## src/rtl/hp_pkg.sv

```systemverilog
package hp_pkg;
  typedef enum logic [1:0] {
    SEL_PTR_LO = 2'd0,
    SEL_PTR_HI = 2'd1,
    SEL_DATA   = 2'd2,
    SEL_CTRL   = 2'd3
  } hp_sel_e;

  localparam int CB_RUN    = 0;
  localparam int CB_AUTOINC = 1;
  localparam int CB_BYPASS = 2;
  localparam int CB_BELL   = 3;
  localparam int CB_INT0   = 4;
  localparam int NUM_INT   = 2;
endpackage

```

## src/rtl/hp_addr_ctr.sv

```systemverilog
module hp_addr_ctr #(
  parameter int ADDR_W = 16
) (
  input  logic              clk,
  input  logic              rst_n,
  input  logic [ADDR_W/8-1:0] ld_byte,
  input  logic [7:0]        wdata,
  input  logic              step,
  output logic [ADDR_W-1:0] addr
);
  localparam int NBYTES = ADDR_W / 8;

  logic [ADDR_W-1:0] nxt;

  always_comb begin
    nxt = addr;
    if (step) nxt = addr + ADDR_W'(1);
    for (int b = 0; b < NBYTES; b++) begin
      if (ld_byte[b]) nxt[8*b +: 8] = wdata;
    end
  end

  always_ff @(posedge clk) begin
    if (!rst_n) addr <= '0;
    else        addr <= nxt;
  end
endmodule

```

## src/rtl/hp_ctrl_reg.sv

```systemverilog
module hp_ctrl_reg
  import hp_pkg::*;
(
  input  logic               clk,
  input  logic               rst_n,
  input  logic               wr_en,
  input  logic [7:0]         wdata,
  input  logic [NUM_INT-1:0] set_int,
  output logic               run,
  output logic               autoinc,
  output logic               bypass,
  output logic               bell,
  output logic [NUM_INT-1:0] int_flag,
  output logic [7:0]         status
);
  always_ff @(posedge clk) begin
    if (!rst_n) begin
      run     <= 1'b0;
      autoinc <= 1'b0;
      bypass  <= 1'b0;
      bell    <= 1'b0;
    end else begin
      bell <= wr_en && wdata[CB_BELL];
      if (wr_en) begin
        run     <= wdata[CB_RUN];
        autoinc <= wdata[CB_AUTOINC];
        bypass  <= wdata[CB_BYPASS];
      end
    end
  end

  for (genvar i = 0; i < NUM_INT; i++) begin : g_flag
    always_ff @(posedge clk) begin
      if (!rst_n)                            int_flag[i] <= 1'b0;
      else if (set_int[i])                   int_flag[i] <= 1'b1;
      else if (wr_en && wdata[CB_INT0 + i])  int_flag[i] <= 1'b0;
    end
  end

  always_comb begin
    status = '0;
    status[CB_RUN]     = run;
    status[CB_AUTOINC] = autoinc;
    status[CB_BYPASS]  = bypass;
    status[CB_INT0 +: NUM_INT] = int_flag;
  end
endmodule

```

## src/rtl/hp_shared_ram.sv

```systemverilog
module hp_shared_ram #(
  parameter int DEPTH = 256,
  parameter int AW    = 8
) (
  input  logic          clk,
  input  logic          h_we,
  input  logic [AW-1:0] h_addr,
  input  logic [7:0]    h_wdata,
  output logic [7:0]    h_rdata,
  input  logic          c_we,
  input  logic [AW-1:0] c_addr,
  input  logic [7:0]    c_wdata,
  output logic [7:0]    c_rdata
);
  logic [7:0] mem [DEPTH];

  // Host write is applied last so it wins a same-address collision.
  always_ff @(posedge clk) begin
    if (c_we) mem[c_addr] <= c_wdata;
    if (h_we) mem[h_addr] <= h_wdata;
  end

  assign h_rdata = mem[h_addr];
  assign c_rdata = mem[c_addr];
endmodule

```

## src/rtl/sram_host_port.sv

```systemverilog
module sram_host_port
  import hp_pkg::*;
#(
  parameter int ADDR_W    = 16,
  parameter int RAM_DEPTH = 256,
  parameter int RAM_AW    = $clog2(RAM_DEPTH)
) (
  input  logic              clk,
  input  logic              rst_n,
  input  logic              req_valid,
  output logic              req_ready,
  input  logic              req_write,
  input  logic [1:0]        req_sel,
  input  logic [7:0]        req_wdata,
  output logic              rsp_valid,
  input  logic              rsp_ready,
  output logic [7:0]        rsp_data,
  input  logic              cop_we,
  input  logic [RAM_AW-1:0] cop_addr,
  input  logic [7:0]        cop_wdata,
  output logic [7:0]        cop_rdata,
  input  logic              cop_set_int0,
  input  logic              cop_set_int1,
  output logic              cop_run,
  output logic              cop_bypass,
  output logic              cop_doorbell,
  output logic              host_irq
);
  localparam int NBYTES = ADDR_W / 8;

  hp_sel_e               sel;
  logic                  acc, acc_wr, acc_rd, data_acc;
  logic [NBYTES-1:0]     ld_byte;
  logic [ADDR_W-1:0]     cur_addr;
  logic                  autoinc;
  logic [NUM_INT-1:0]    int_flag;
  logic [7:0]            status, ram_rd, rd_mux;

  assign sel      = hp_sel_e'(req_sel);
  assign req_ready = !rsp_valid || rsp_ready;
  assign acc      = req_valid && req_ready;
  assign acc_wr   = acc && req_write;
  assign acc_rd   = acc && !req_write;
  assign data_acc = acc && (sel == SEL_DATA);

  assign ld_byte[0] = acc_wr && (sel == SEL_PTR_LO);
  assign ld_byte[1] = acc_wr && (sel == SEL_PTR_HI);

  hp_addr_ctr #(.ADDR_W(ADDR_W)) u_ptr (
    .clk     (clk),
    .rst_n   (rst_n),
    .ld_byte (ld_byte),
    .wdata   (req_wdata),
    .step    (data_acc && autoinc),
    .addr    (cur_addr)
  );

  hp_ctrl_reg u_ctrl (
    .clk      (clk),
    .rst_n    (rst_n),
    .wr_en    (acc_wr && (sel == SEL_CTRL)),
    .wdata    (req_wdata),
    .set_int  ({cop_set_int1, cop_set_int0}),
    .run      (cop_run),
    .autoinc  (autoinc),
    .bypass   (cop_bypass),
    .bell     (cop_doorbell),
    .int_flag (int_flag),
    .status   (status)
  );

  hp_shared_ram #(.DEPTH(RAM_DEPTH), .AW(RAM_AW)) u_ram (
    .clk     (clk),
    .h_we    (acc_wr && (sel == SEL_DATA)),
    .h_addr  (cur_addr[RAM_AW-1:0]),
    .h_wdata (req_wdata),
    .h_rdata (ram_rd),
    .c_we    (cop_we),
    .c_addr  (cop_addr),
    .c_wdata (cop_wdata),
    .c_rdata (cop_rdata)
  );

  assign host_irq = |int_flag;

  always_comb begin
    unique case (sel)
      SEL_PTR_LO: rd_mux = cur_addr[7:0];
      SEL_PTR_HI: rd_mux = cur_addr[15:8];
      SEL_DATA:   rd_mux = ram_rd;
      default:    rd_mux = status;
    endcase
  end

  always_ff @(posedge clk) begin
    if (!rst_n) begin
      rsp_valid <= 1'b0;
      rsp_data  <= '0;
    end else if (acc_rd) begin
      rsp_valid <= 1'b1;
      rsp_data  <= rd_mux;
    end else if (rsp_ready) begin
      rsp_valid <= 1'b0;
    end
  end
endmodule

```

## config.mk

```make
export PLATFORM = sky130hd
export DESIGN_NAME = sram_host_port
export DESIGN_NICKNAME = d
export VERILOG_FILES = /design/src/rtl/hp_pkg.sv /design/src/rtl/hp_addr_ctr.sv /design/src/rtl/hp_ctrl_reg.sv /design/src/rtl/hp_shared_ram.sv /design/src/rtl/sram_host_port.sv
export SDC_FILE = /design/constraint.sdc
export NUM_CORES = 2
export LEC_CHECK = 0
export BUFFER_PORTS_ARGS = -buffer_cell sky130_fd_sc_hd__buf_2
export CORE_ASPECT_RATIO = 0.75
export CORE_UTILIZATION = 50
export CTS_BUF_LIST = sky130_fd_sc_hd__clkbuf_8
export DETAILED_ROUTE_END_ITERATION = 8
export HOLD_SLACK_MARGIN = 0.06
export PLACE_DENSITY = 0.64
export SLEW_MARGIN = 20
export SYNTH_ARGS = -nofsm -noshare
export SYNTH_HDL_FRONTEND = slang
export SYNTH_SLANG_ARGS = --single-unit
```

## constraint.sdc

```tcl
create_clock -name clk -period 9 [get_ports clk]
set_input_delay 1.35 -clock clk [delete_from_list [all_inputs] [get_ports clk]]
set_output_delay 1.35 -clock clk [all_outputs]
set_load 0.05 [all_outputs]
```

==> run_results.csv <==
group,metric,value,unit
global_routing,antenna_found_initial,49,
flow_run,maxCapViolations,0,
sta,fmax,132.5,MHz
clocking,cts_max_path_buffers,4,
drt,via_per_inst,7.723,
sta,finalSetupTns,0,ps
power,max-vdd-ir-drop,0.1355,mV
logic_synthesis,yosys-top-cells-count,"2106 x mux2_2, 2048 x edfxtp_1, 1111 x mux4_2",
clocking,clk_pin_slew,60,ps
place,io_buffer_count,55,
logic_synthesis,yosysTopAreaCellShare,49.27,%
logic_synthesis,synth_cells,7887,
logic_synthesis,synthTopCellsByArea,"edfxtp_1 49%, mux4_2 20%, mux2_2 19%",
setup_path,path_class,"input port to primary output",
logic_synthesis,yosysWarnings,0,
place,dp_hpwl,333200,µm
logic_synthesis,ys_seq_area_share,49.89,%
setup_path,cp_data_required_time,7650,ps
die,coreArea,247700,µm²
status,violations,"max-slew violations",
power,power_density,157.7,nW/µm²
drt,wl_per_cell,45.57,µm
global_routing,grt_max_degree,169,
clocking,post-cts-setup-buffer-count,0,
sta,worst_slew_pin_slew,1518,ps
global_routing,track_usage,39.93,%
logic_synthesis,async_flop_share,0,%
clocking,cts_hold_buf,0,
sta,setup_viol,0,
clocking,clockRootBuffer,"clkbuf_8",
setup_path,critPathMaxFanout,49,
die,core.rowCount,158,
setup_path,critPathMaxStageDelay,770,ps
logic_synthesis,synth_nets,7925,
global_routing,globalRoute.totalOverflow,0,
sta,fin_crit,7545,ps
clocking,clock_sinks,2087,
sta,relSlewSlack,-1.207,%
hold_path,hold_end,"u_ctrl.int_flag[0]",
die,dieArea,251700,µm²
logic_synthesis,yosysTopAreaCell,"edfxtp_1",
die,initial_core_util,50.40,%
drt,vias,86346,
sta,slew_violations,18,
power,p_leak,41.05,nW
global_routing,grt_pass1_vias,81615,
power,power,0.02119,W
place,gp_congestion,1.030,
setup_path,cp-start-kind,"input port",
logic_synthesis,syn_area,124800,µm²
cells_and_area,final_layout_size_suffix_gt1_share,52.46,%
drt,drt_first_pass_iters,6,
cells_and_area,final_area,134300,µm²
setup_path,reg2reg_slack,3660,ps
cells_and_area,area_growth_syn_to_layout,7.605,%
logic_synthesis,synth_edf_count,2048,
cells_and_area,utilization,54.23,%
die,num_io_pins,56,
setup_path,reg2reg_depth,9,
clocking,post_cts_resized,0,
die,die_x,579.0,µm
setup_path,cp_cell_sequence,"buf_8, buf_4, mux4_2, mux4_2, nand3_1, nand4_1, nor3_1, nand4_1, a211o_1, buf_2",
place,place_area,127900,µm²
sta,skew,48.58,ps
setup_path,worstPathArrival,6190,ps
setup_path,end_kind,"primary output",
clocking,cts_buffers,352,
clocking,htreeDepth,5,
sta,hold_violations,0,
drt,ant_nets,0,
logic_synthesis,synth_seq_cells,2087,
status,status,"finished with violations",
hold_path,min_path_cells,3,
drt,routed_wl,509500,µm
cells_and_area,fillers,19928,
setup_path,worstReg2RegEnd,"rsp_data[5]",
cells_and_area,num-nets-final,7658,
sta,rsz0062_at_grt,"false",
global_routing,grt_pass1_wl,693000,µm
hold_path,worstHoldPathType,"input port to flop",
clocking,clk_latency,1040,ps
cells_and_area,instances_no_fill,11180,
place,dp_cells,10541,
logic_synthesis,synth.most_common_cell,"mux2_2",
logic_synthesis,synth.avg_cell_area,15.83,µm²
setup_path,worst_path_max_delay_cell,"nor3_1",
clocking,cts_tree,"yes",
logic_synthesis,synth_ff_type,"edfxtp_1",
drt,drc_errors,0,
hold_path,holdCritStartpoint,"cop_set_int0",
drt,drtIter0Drc,14528,
sta,finalCritPeriodShare,83.83,%
die,die_h,434.7,µm
logic_synthesis,synth_cell_type_count,65,
## state kept, by name, summed over array words and instances, names as in the netlist, named ones only
signal           count
u_ptr.addr          16
u_ctrl.bypass        1
u_ctrl.bell          1
u_ram.mem         2048
u_ctrl.autoinc       1
u_ctrl.int_flag      2
rsp_valid            1
u_ctrl.run           1
rsp_data             8
## worst max-delay path, delay by kind of cell
family / cells / cell delay (ps)
simple gates: 4 / 1520
compound gates: 1 / 440
buf+inv: 3 / 1470
mux: 2 / 1240
## per-layer routing
metal	up-vias	global-route usage [%]	part of all wire (%)
met4	40	19.78	5.9
met2	7749	54.04	41
met3	1401	17.45	16
met5	-	0	0.065
li1	31898	-	-
met1	45258	54.48	36
## where the power goes
group | internal [W] | switching, W | total (W)
combinational | 0.000903 | 0.00138 | 0.00228
clock | 0.00391 | 0.00428 | 0.00819
sequential | 0.0107 | 0.0000317 | 0.0107
total | 0.0155 | 0.00569 | 0.0212
## placed cells by master (no fill, tap or decap), types with 94 or more instances in the layout
| cell type | n |
|---|---|
| inv_1 | 119 |
| mux2_2 | 2106 |
| nand2_1 | 251 |
| o22ai_1 | 197 |
| mux2i_1 | 119 |
| clkbuf_8 | 364 |
| buf_4 | 241 |
| edfxtp_1 | 2048 |
| mux4_2 | 1111 |
| nor2_1 | 176 |
| o21ai_0 | 94 |
## stage by stage
stage / worst slack, ps / hold slack, ps
3_3_place_gp: 1427 / 512.0
4_1_cts: 1588 / 470.2
6_report: 1455 / 520.1
5_1_grt: 1499 / 532.8
3_5_place_dp: 1588 / 509.5
2_1_floorplan: 3540 / 465.3
## final cells by class
cell class                      count  area, µm²  share of cell area [%]
Sequential cell                  2087      62300                   46.38
Clock inverter                    250       1229                  0.9147
Clock buffer                      363       4996                   3.719
Antenna cell                       21      52.55                 0.03912
Multi-Input combinational cell   4839      58740                   43.73
Inverter                           12      45.04                 0.03353
Timing Repair Buffer              328       2861                   2.130
Tap cell                         3280       4104                   3.055
## cells by family (layout without fill, tap and decap cells)
logic type	after synthesis	count (layout)	share of synthesized area [%]
mux	3336	3336	40.00
flops	2087	2087	49.89
buf+inv	961	953	3.381
simple gates	811	811	3.088
compound gates	688	688	3.603
fa+ha+maj	4	4	0.04009
other cells	0	21	0
## how the worst max path moves through the flow
stage	end	slack [ps]	start
global placement	cop_rdata[3]	1430	cop_addr[0]
finish	cop_rdata[2]	1460	cop_addr[0]
detailed placement	cop_rdata[2]	1590	cop_addr[0]
floorplan	cop_rdata[0]	3540	cop_addr[1]
CTS	cop_rdata[2]	1590	cop_addr[0]
global route	cop_rdata[2]	1500	cop_addr[0]
No activity file was read; power rests on OpenSTA's default activity.
